$ cat src/rtl/csi_filt_pkg.sv
package csi_filt_pkg;

  localparam int DT_W = 6;
  localparam logic [DT_W-1:0] DT_ANY = 6'h01;

  typedef enum logic [1:0] {
    ADDR_VC    = 2'd0,
    ADDR_DT    = 2'd1,
    ADDR_LINES = 2'd2,
    ADDR_PORT  = 2'd3
  } cfgAddr_t;

  // strobes from control to datapath
  typedef struct packed {
    logic openLine;
    logic closeLine;
  } lineStrobe_t;

endpackage

$ cat src/rtl/ctx_filter_ctrl.sv
module ctx_filter_ctrl
  import csi_filt_pkg::*;
#(
  parameter int VC_W        = 2,
  parameter int LINE_W      = 12,
  parameter int PORT_W      = 3,
  parameter int CFG_W       = 16,
  parameter int RESET_LINES = 4
) (
  input  logic              clk,
  input  logic              rstN,
  input  logic              cfgValid,
  input  logic [1:0]        cfgAddr,
  input  logic [CFG_W-1:0]  cfgData,
  input  logic              pktFs,
  input  logic              pktFe,
  input  logic              pktLs,
  input  logic [VC_W-1:0]   pktVc,
  input  logic [DT_W-1:0]   pktDt,
  output lineStrobe_t       strobe,
  output logic [PORT_W-1:0] activePort,
  output logic              ovrFlag,
  output logic              undFlag
);

  localparam logic [LINE_W-1:0] LINES_INIT = LINE_W'(RESET_LINES);

  // staging set, written by the config port
  logic [VC_W-1:0]   stVc;
  logic [DT_W-1:0]   stDt;
  logic [LINE_W-1:0] stLines;
  logic [PORT_W-1:0] stPort;

  // active set, loaded at frame start
  logic [VC_W-1:0]   acVc;
  logic [DT_W-1:0]   acDt;
  logic [LINE_W-1:0] acLines;
  logic [PORT_W-1:0] acPort;

  logic [LINE_W-1:0] lineCnt;
  logic              inFrame;

  logic fsHit, feHit, lsHit, dtOk, budgetLeft;

  always_comb begin
    fsHit      = pktFs && (pktVc == stVc);
    feHit      = pktFe && inFrame && (pktVc == acVc);
    dtOk       = (acDt == DT_ANY) || (pktDt == acDt);
    lsHit      = pktLs && inFrame && (pktVc == acVc) && dtOk;
    budgetLeft = lineCnt < acLines;
    strobe.openLine  = lsHit && budgetLeft;
    strobe.closeLine = pktFs || pktFe || (pktLs && !(lsHit && budgetLeft));
  end

  assign activePort = acPort;

  always_ff @(posedge clk) begin
    if (!rstN) begin
      stVc    <= '0;
      stDt    <= DT_ANY;
      stLines <= LINES_INIT;
      stPort  <= '0;
    end else if (cfgValid) begin
      case (cfgAddr_t'(cfgAddr))
        ADDR_VC:    stVc    <= cfgData[VC_W-1:0];
        ADDR_DT:    stDt    <= cfgData[DT_W-1:0];
        ADDR_LINES: stLines <= cfgData[LINE_W-1:0];
        ADDR_PORT:  stPort  <= cfgData[PORT_W-1:0];
        default:    ;
      endcase
    end
  end

  always_ff @(posedge clk) begin
    if (!rstN) begin
      acVc    <= '0;
      acDt    <= DT_ANY;
      acLines <= LINES_INIT;
      acPort  <= '0;
      lineCnt <= '0;
      inFrame <= 1'b0;
      ovrFlag <= 1'b0;
      undFlag <= 1'b0;
    end else if (fsHit) begin
      acVc    <= stVc;
      acDt    <= stDt;
      acLines <= stLines;
      acPort  <= stPort;
      lineCnt <= '0;
      inFrame <= 1'b1;
    end else begin
      if (lsHit) begin
        if (budgetLeft) lineCnt <= lineCnt + 1'b1;
        else            ovrFlag <= 1'b1;
      end
      if (feHit) begin
        inFrame <= 1'b0;
        if (budgetLeft) undFlag <= 1'b1;
      end
    end
  end

endmodule

$ cat src/rtl/ctx_filter_dp.sv
module ctx_filter_dp
  import csi_filt_pkg::*;
#(
  parameter int PORT_W = 3,
  parameter int BYTE_W = 8
) (
  input  logic              clk,
  input  logic              rstN,
  input  lineStrobe_t       strobe,
  input  logic [PORT_W-1:0] activePort,
  input  logic              pktByteValid,
  input  logic [BYTE_W-1:0] pktByte,
  output logic              outValid,
  output logic [BYTE_W-1:0] outByte,
  output logic [PORT_W-1:0] outPort,
  output logic              outSol
);

  logic lineOpen;
  logic solPending;
  logic fire;

  assign fire = lineOpen && pktByteValid;

  always_ff @(posedge clk) begin
    if (!rstN) begin
      lineOpen   <= 1'b0;
      solPending <= 1'b0;
    end else if (strobe.openLine) begin
      lineOpen   <= 1'b1;
      solPending <= 1'b1;
    end else begin
      if (strobe.closeLine) lineOpen <= 1'b0;
      if (fire) solPending <= 1'b0;
    end
  end

  always_ff @(posedge clk) begin
    if (!rstN) begin
      outValid <= 1'b0;
      outSol   <= 1'b0;
      outByte  <= '0;
      outPort  <= '0;
    end else begin
      outValid <= fire;
      outSol   <= fire && solPending;
      if (fire) begin
        outByte <= pktByte;
        outPort <= activePort;
      end
    end
  end

endmodule

$ cat src/rtl/csi_ctx_filter.sv
module csi_ctx_filter
  import csi_filt_pkg::*;
#(
  parameter int VC_W        = 2,
  parameter int LINE_W      = 12,
  parameter int PORT_W      = 3,
  parameter int CFG_W       = 16,
  parameter int RESET_LINES = 4
) (
  input  logic              clk,
  input  logic              rstN,
  input  logic              cfgValid,
  output logic              cfgReady,
  input  logic [1:0]        cfgAddr,
  input  logic [CFG_W-1:0]  cfgData,
  input  logic              pktFs,
  input  logic              pktFe,
  input  logic              pktLs,
  input  logic [VC_W-1:0]   pktVc,
  input  logic [5:0]        pktDt,
  input  logic              pktByteValid,
  input  logic [7:0]        pktByte,
  output logic              outValid,
  output logic [7:0]        outByte,
  output logic [PORT_W-1:0] outPort,
  output logic              outSol,
  output logic              ovrFlag,
  output logic              undFlag
);

  lineStrobe_t       strobe;
  logic [PORT_W-1:0] activePort;

  assign cfgReady = 1'b1;

  ctx_filter_ctrl #(
    .VC_W(VC_W), .LINE_W(LINE_W), .PORT_W(PORT_W),
    .CFG_W(CFG_W), .RESET_LINES(RESET_LINES)
  ) u_ctrl (
    .clk(clk), .rstN(rstN),
    .cfgValid(cfgValid), .cfgAddr(cfgAddr), .cfgData(cfgData),
    .pktFs(pktFs), .pktFe(pktFe), .pktLs(pktLs),
    .pktVc(pktVc), .pktDt(pktDt),
    .strobe(strobe), .activePort(activePort),
    .ovrFlag(ovrFlag), .undFlag(undFlag)
  );

  ctx_filter_dp #(.PORT_W(PORT_W), .BYTE_W(8)) u_dp (
    .clk(clk), .rstN(rstN),
    .strobe(strobe), .activePort(activePort),
    .pktByteValid(pktByteValid), .pktByte(pktByte),
    .outValid(outValid), .outByte(outByte),
    .outPort(outPort), .outSol(outSol)
  );

endmodule

$ cat config.mk
export PLATFORM = sky130hd
export DESIGN_NAME = csi_ctx_filter
export DESIGN_NICKNAME = d
export VERILOG_FILES = /design/src/rtl/csi_filt_pkg.sv /design/src/rtl/ctx_filter_ctrl.sv /design/src/rtl/ctx_filter_dp.sv /design/src/rtl/csi_ctx_filter.sv
export SDC_FILE = /design/constraint.sdc
export NUM_CORES = 1
export LEC_CHECK = 0
export ABC_CLOCK_PERIOD_IN_PS = 3000
export BUFFER_PORTS_ARGS = -buffer_cell sky130_fd_sc_hd__buf_2
export CAP_MARGIN = 10
export CORE_ASPECT_RATIO = 1.5
export CORE_MARGIN = 4
export CORE_UTILIZATION = 40
export CTS_CLUSTER_DIAMETER = 100
export DETAILED_ROUTE_END_ITERATION = 16
export GPL_ROUTABILITY_DRIVEN = 0
export SLEW_MARGIN = 20
export SYNTH_ARGS = -nofsm -noshare
export SYNTH_HDL_FRONTEND = slang
export SYNTH_SLANG_ARGS = --single-unit
$ cat constraint.sdc
create_clock -name clk -period 3 [get_ports clk]
set_input_delay 0.3 -clock clk [delete_from_list [all_inputs] [get_ports clk]]
set_output_delay 0.3 -clock clk [all_outputs]
set_load 0.02 [all_outputs]
==> summary.md <==
| Metric | Value |
|---|---|
| Run status | completed |
| DP HPWL | 5410 um |
| Clock root buffer | clkbuf_16 |
| DR pass1 iterations | 4 |
| Clock transition at path regs | 0.06 ns |
| Syn_area_per_cell | 8.53 um^2 |
| WHS Path Cells | 3 |
| Clock skew | 0.00577 ns |
| First-pass GRT wire length | 12600 um |
| DRC viols | 0 |
| Largest net degree at the start of global routing | 46 |
| Vias per cell | 5.00 |
| Min cycle time layout | 2.50 ns |
| Die area | 10100 um^2 |
| Die W | 83.2 um |
| Most frequent cell after synthesis | nand2_1 |
| Pwr dens | 574 nW/um^2 |
| Post-synth top cells | nand2_1 (111), dfxtp_1 (76), a21boi_0 (26), a21boi_1 (19), clkbuf_1 (18) |
| RR Endpoint | u_ctrl.lineCnt[11] |
| Starting Density | 41.6% |
| Synth Cell Area | 3400 um^2 |
| R2R Setup Slk | 0.50 ns |
| Hold Startpoint | pktByte[6] |
| Final Util | 49.6% |
| Sequential element share of the synthesized area | 44.8% |
| Actual slew at the worst max-slew pin | 1.02 ns |
| Max Cap Viol | 0 |
| Placeable Area | 8160 um^2 |
| Crit Path Max Fanout | 17 |
| Initial antenna violation count | 0 |
| Area of the multi-input gates | 1720 um^2 |
| Net count after synthesis | 451 |
| Sum Neg Setup Slack | 0 ns |
| Antenna diodes | 0 |
| Final WL | 7450 um |
| Post-synth EDFFs | 0 |
| Die height | 121 um |
| Kind of critical path | register to register |
| Finished Cell Area | 4040 um^2 |
| CTS tree | yes |
| Critical Path Sink Type | register |
| Tot GR Track Use | 15.8% |
| Inst Count DP | 537 |
| Synth area leaders | dfxtp_1 (45%), nand2_1 (12%), a21boi_0 (5.7%), ha_1 (4.4%), a21boi_1 (4.2%) |
| Endpoints failing setup | 0 |
| Reg2Reg Depth | 7 |
| WHS Endpoint | u_dp.outByte[6] |
| Row count | 40 |
| Yosys top cell by area | dfxtp_1 |
| Num ports | 57 |
| CTS sink count | 76 |
| Area Growth Syn to Fin | 19.1% |
| Layout cells sized above 1 | 16.5% |
| GR Overflow Total | 0 |
| Hold_buf cts | 0 |
| Final nets | 496 |
| Netlist cell types | 40 |
| Synth Instances | 398 |
| DRT antenna net count | 0 |
| Clk_lat worst skew | 0.34 ns |
| Clock buffer count from CTS | 9 |
| Routed wire length per instance | 13.5 um |
| DP Worst Slack | 0.498 ns |
| Fin. max-slew vios | 0 |
| Setup Buffers After CTS | 0 |
| Worst EP required | 3.26 ns |
| FF/Latch Area | 1520 um^2 |
| Finished Layout Cells | 553 |
| VDD IR max | 0.286 mV |
| Min Hold Slack | 0.211 ns |
| Tightest Hold Check Type | input pin to register |
| Ys flop type | dfxtp_1 |
| RSZ-0062 raised after global routing | no |
| Critical path launch point type | register |
| #FFs+latches synth | 76 |
| Final worst slack | 0.498 ns |
| Leakage | 1.59 nW |
| PortBufs | 51 |
| Vias in the first global route | 2650 |
| # H-tree levels | 3 |
| Placed instance area | 3720 um^2 |
| Achievable Freq | 0.400 GHz |
| Clk buf depth | 2 |
| # resized after CTS | 0 |
| 1st-iter DRT viols | 176 |
| Via count | 2763 |
| Ys Warns | 0 |
| Yosys top cell area share | 44.8% |
| Tcrit/Tclk final | 83.4% |
| Fillers | 798 |
| Final total power | 2.32 mW |
| Startpoint of the worst-slack reg-to-reg timing path | u_ctrl.lineCnt[2] |
| Max-slew headroom | 31.9% |
| WP data arrival | 2.76 ns |
| Async set-reset flop share out of synthesis | 0% |
| Endpoints failing hold | 0 |
[flip-flops by register name (all words and copies together) (netlist names), 2 cells and up]
register and flops:
u_ctrl.activePort 3, u_ctrl.acLines 12, u_ctrl.acDt 6, u_ctrl.stLines 12
u_ctrl.acVc 2, u_ctrl.stDt 6, u_ctrl.lineCnt 12, u_dp.outByte 8
u_ctrl.stVc 2, u_ctrl.stPort 3, u_dp.outPort 3
[routing by layer]
| layer | track usage [%] | share of wire, % | up-vias |
|---|---|---|---|
| li1 | - | - | 1434 |
| met1 | 18.9 | 44 | 1267 |
| met2 | 26.5 | 50 | 48 |
| met3 | 3.89 | 4.1 | 14 |
| met4 | 7.98 | 2.5 | 0 |
| met5 | 0 | 0 | - |
[how the worst max path moves through the flow]
stage / slack (ns) / from / depth (start not counted) / end
6_report: 0.50 / u_ctrl.lineCnt[2] / 7 / u_ctrl.lineCnt[11]
5_1_grt: 0.20 / u_ctrl.lineCnt[2] / 7 / u_ctrl.lineCnt[11]
2_1_floorplan: 1.07 / u_ctrl.lineCnt[2] / 7 / u_ctrl.lineCnt[3]
3_3_place_gp: 0.62 / u_ctrl.acLines[6] / 8 / u_ctrl.undFlag
3_5_place_dp: 0.50 / u_ctrl.lineCnt[2] / 7 / u_ctrl.lineCnt[3]
4_1_cts: 0.48 / u_ctrl.lineCnt[2] / 7 / u_ctrl.lineCnt[5]
[kinds of logic (layout without fill, tap and decap cells)]
group	after synthesis	after routing	share of synthesized area [%]
simple gates	171	171	23.4
compound gates	80	80	16.4
flops	76	76	44.8
buf+inv	35	85	4.42
mux	13	13	3.83
fa+ha+maj	12	12	4.42
xor+xnor	10	10	2.58
other cells	1	1	0.110
[worst max-delay path, stage by stage (launching register included)]
cell	delay [ns]
dfxtp_1	0.42
ha_1	0.28
a211oi_1	0.26
o21ai_1	0.14
a21oi_2	0.23
o21ai_1	0.37
or4_1	0.59
a21oi_1	0.15
[layout make-up]
type / count / area share, %
Clock inverter: 4 / 1.79
Clock buffer: 12 / 6.10
Tap cell: 105 / 3.25
Timing Repair Buffer: 54 / 6.87
Sequential cell: 76 / 37.6
Inverter: 15 / 1.73
Multi-Input combinational cell: 287 / 42.6
[power breakdown]
group | switching, mW | internal [mW]
Clock | 0.405 | 0.750
Combinational | 0.0758 | 0.0562
Sequential | 0.00903 | 1.03
[cells in the final DEF (no fill, tap or decap), drive strengths merged]
master,count
nand4,2
nand2,111
clkinv,1
o31ai,6
or4,9
clkbuf,12
nor2b,12
nand2b,1
o21a,1
and3,7
bufinv,3
ha,12
a32o,1
nand3,10
nand3b,2
nor4,1
mux2i,13
clkinvlp,1
or2,3
or3,1
o21ai,7
nor3,5
nor3b,1
conb,1
and2,3
o211ai,6
inv,14
or4b,1
nor2,2
a211oi,1
a21boi,45
dfxtp,76
xnor2,10
buf,54
a21oi,13
Note: power is estimated with default switching activity, not from simulation.
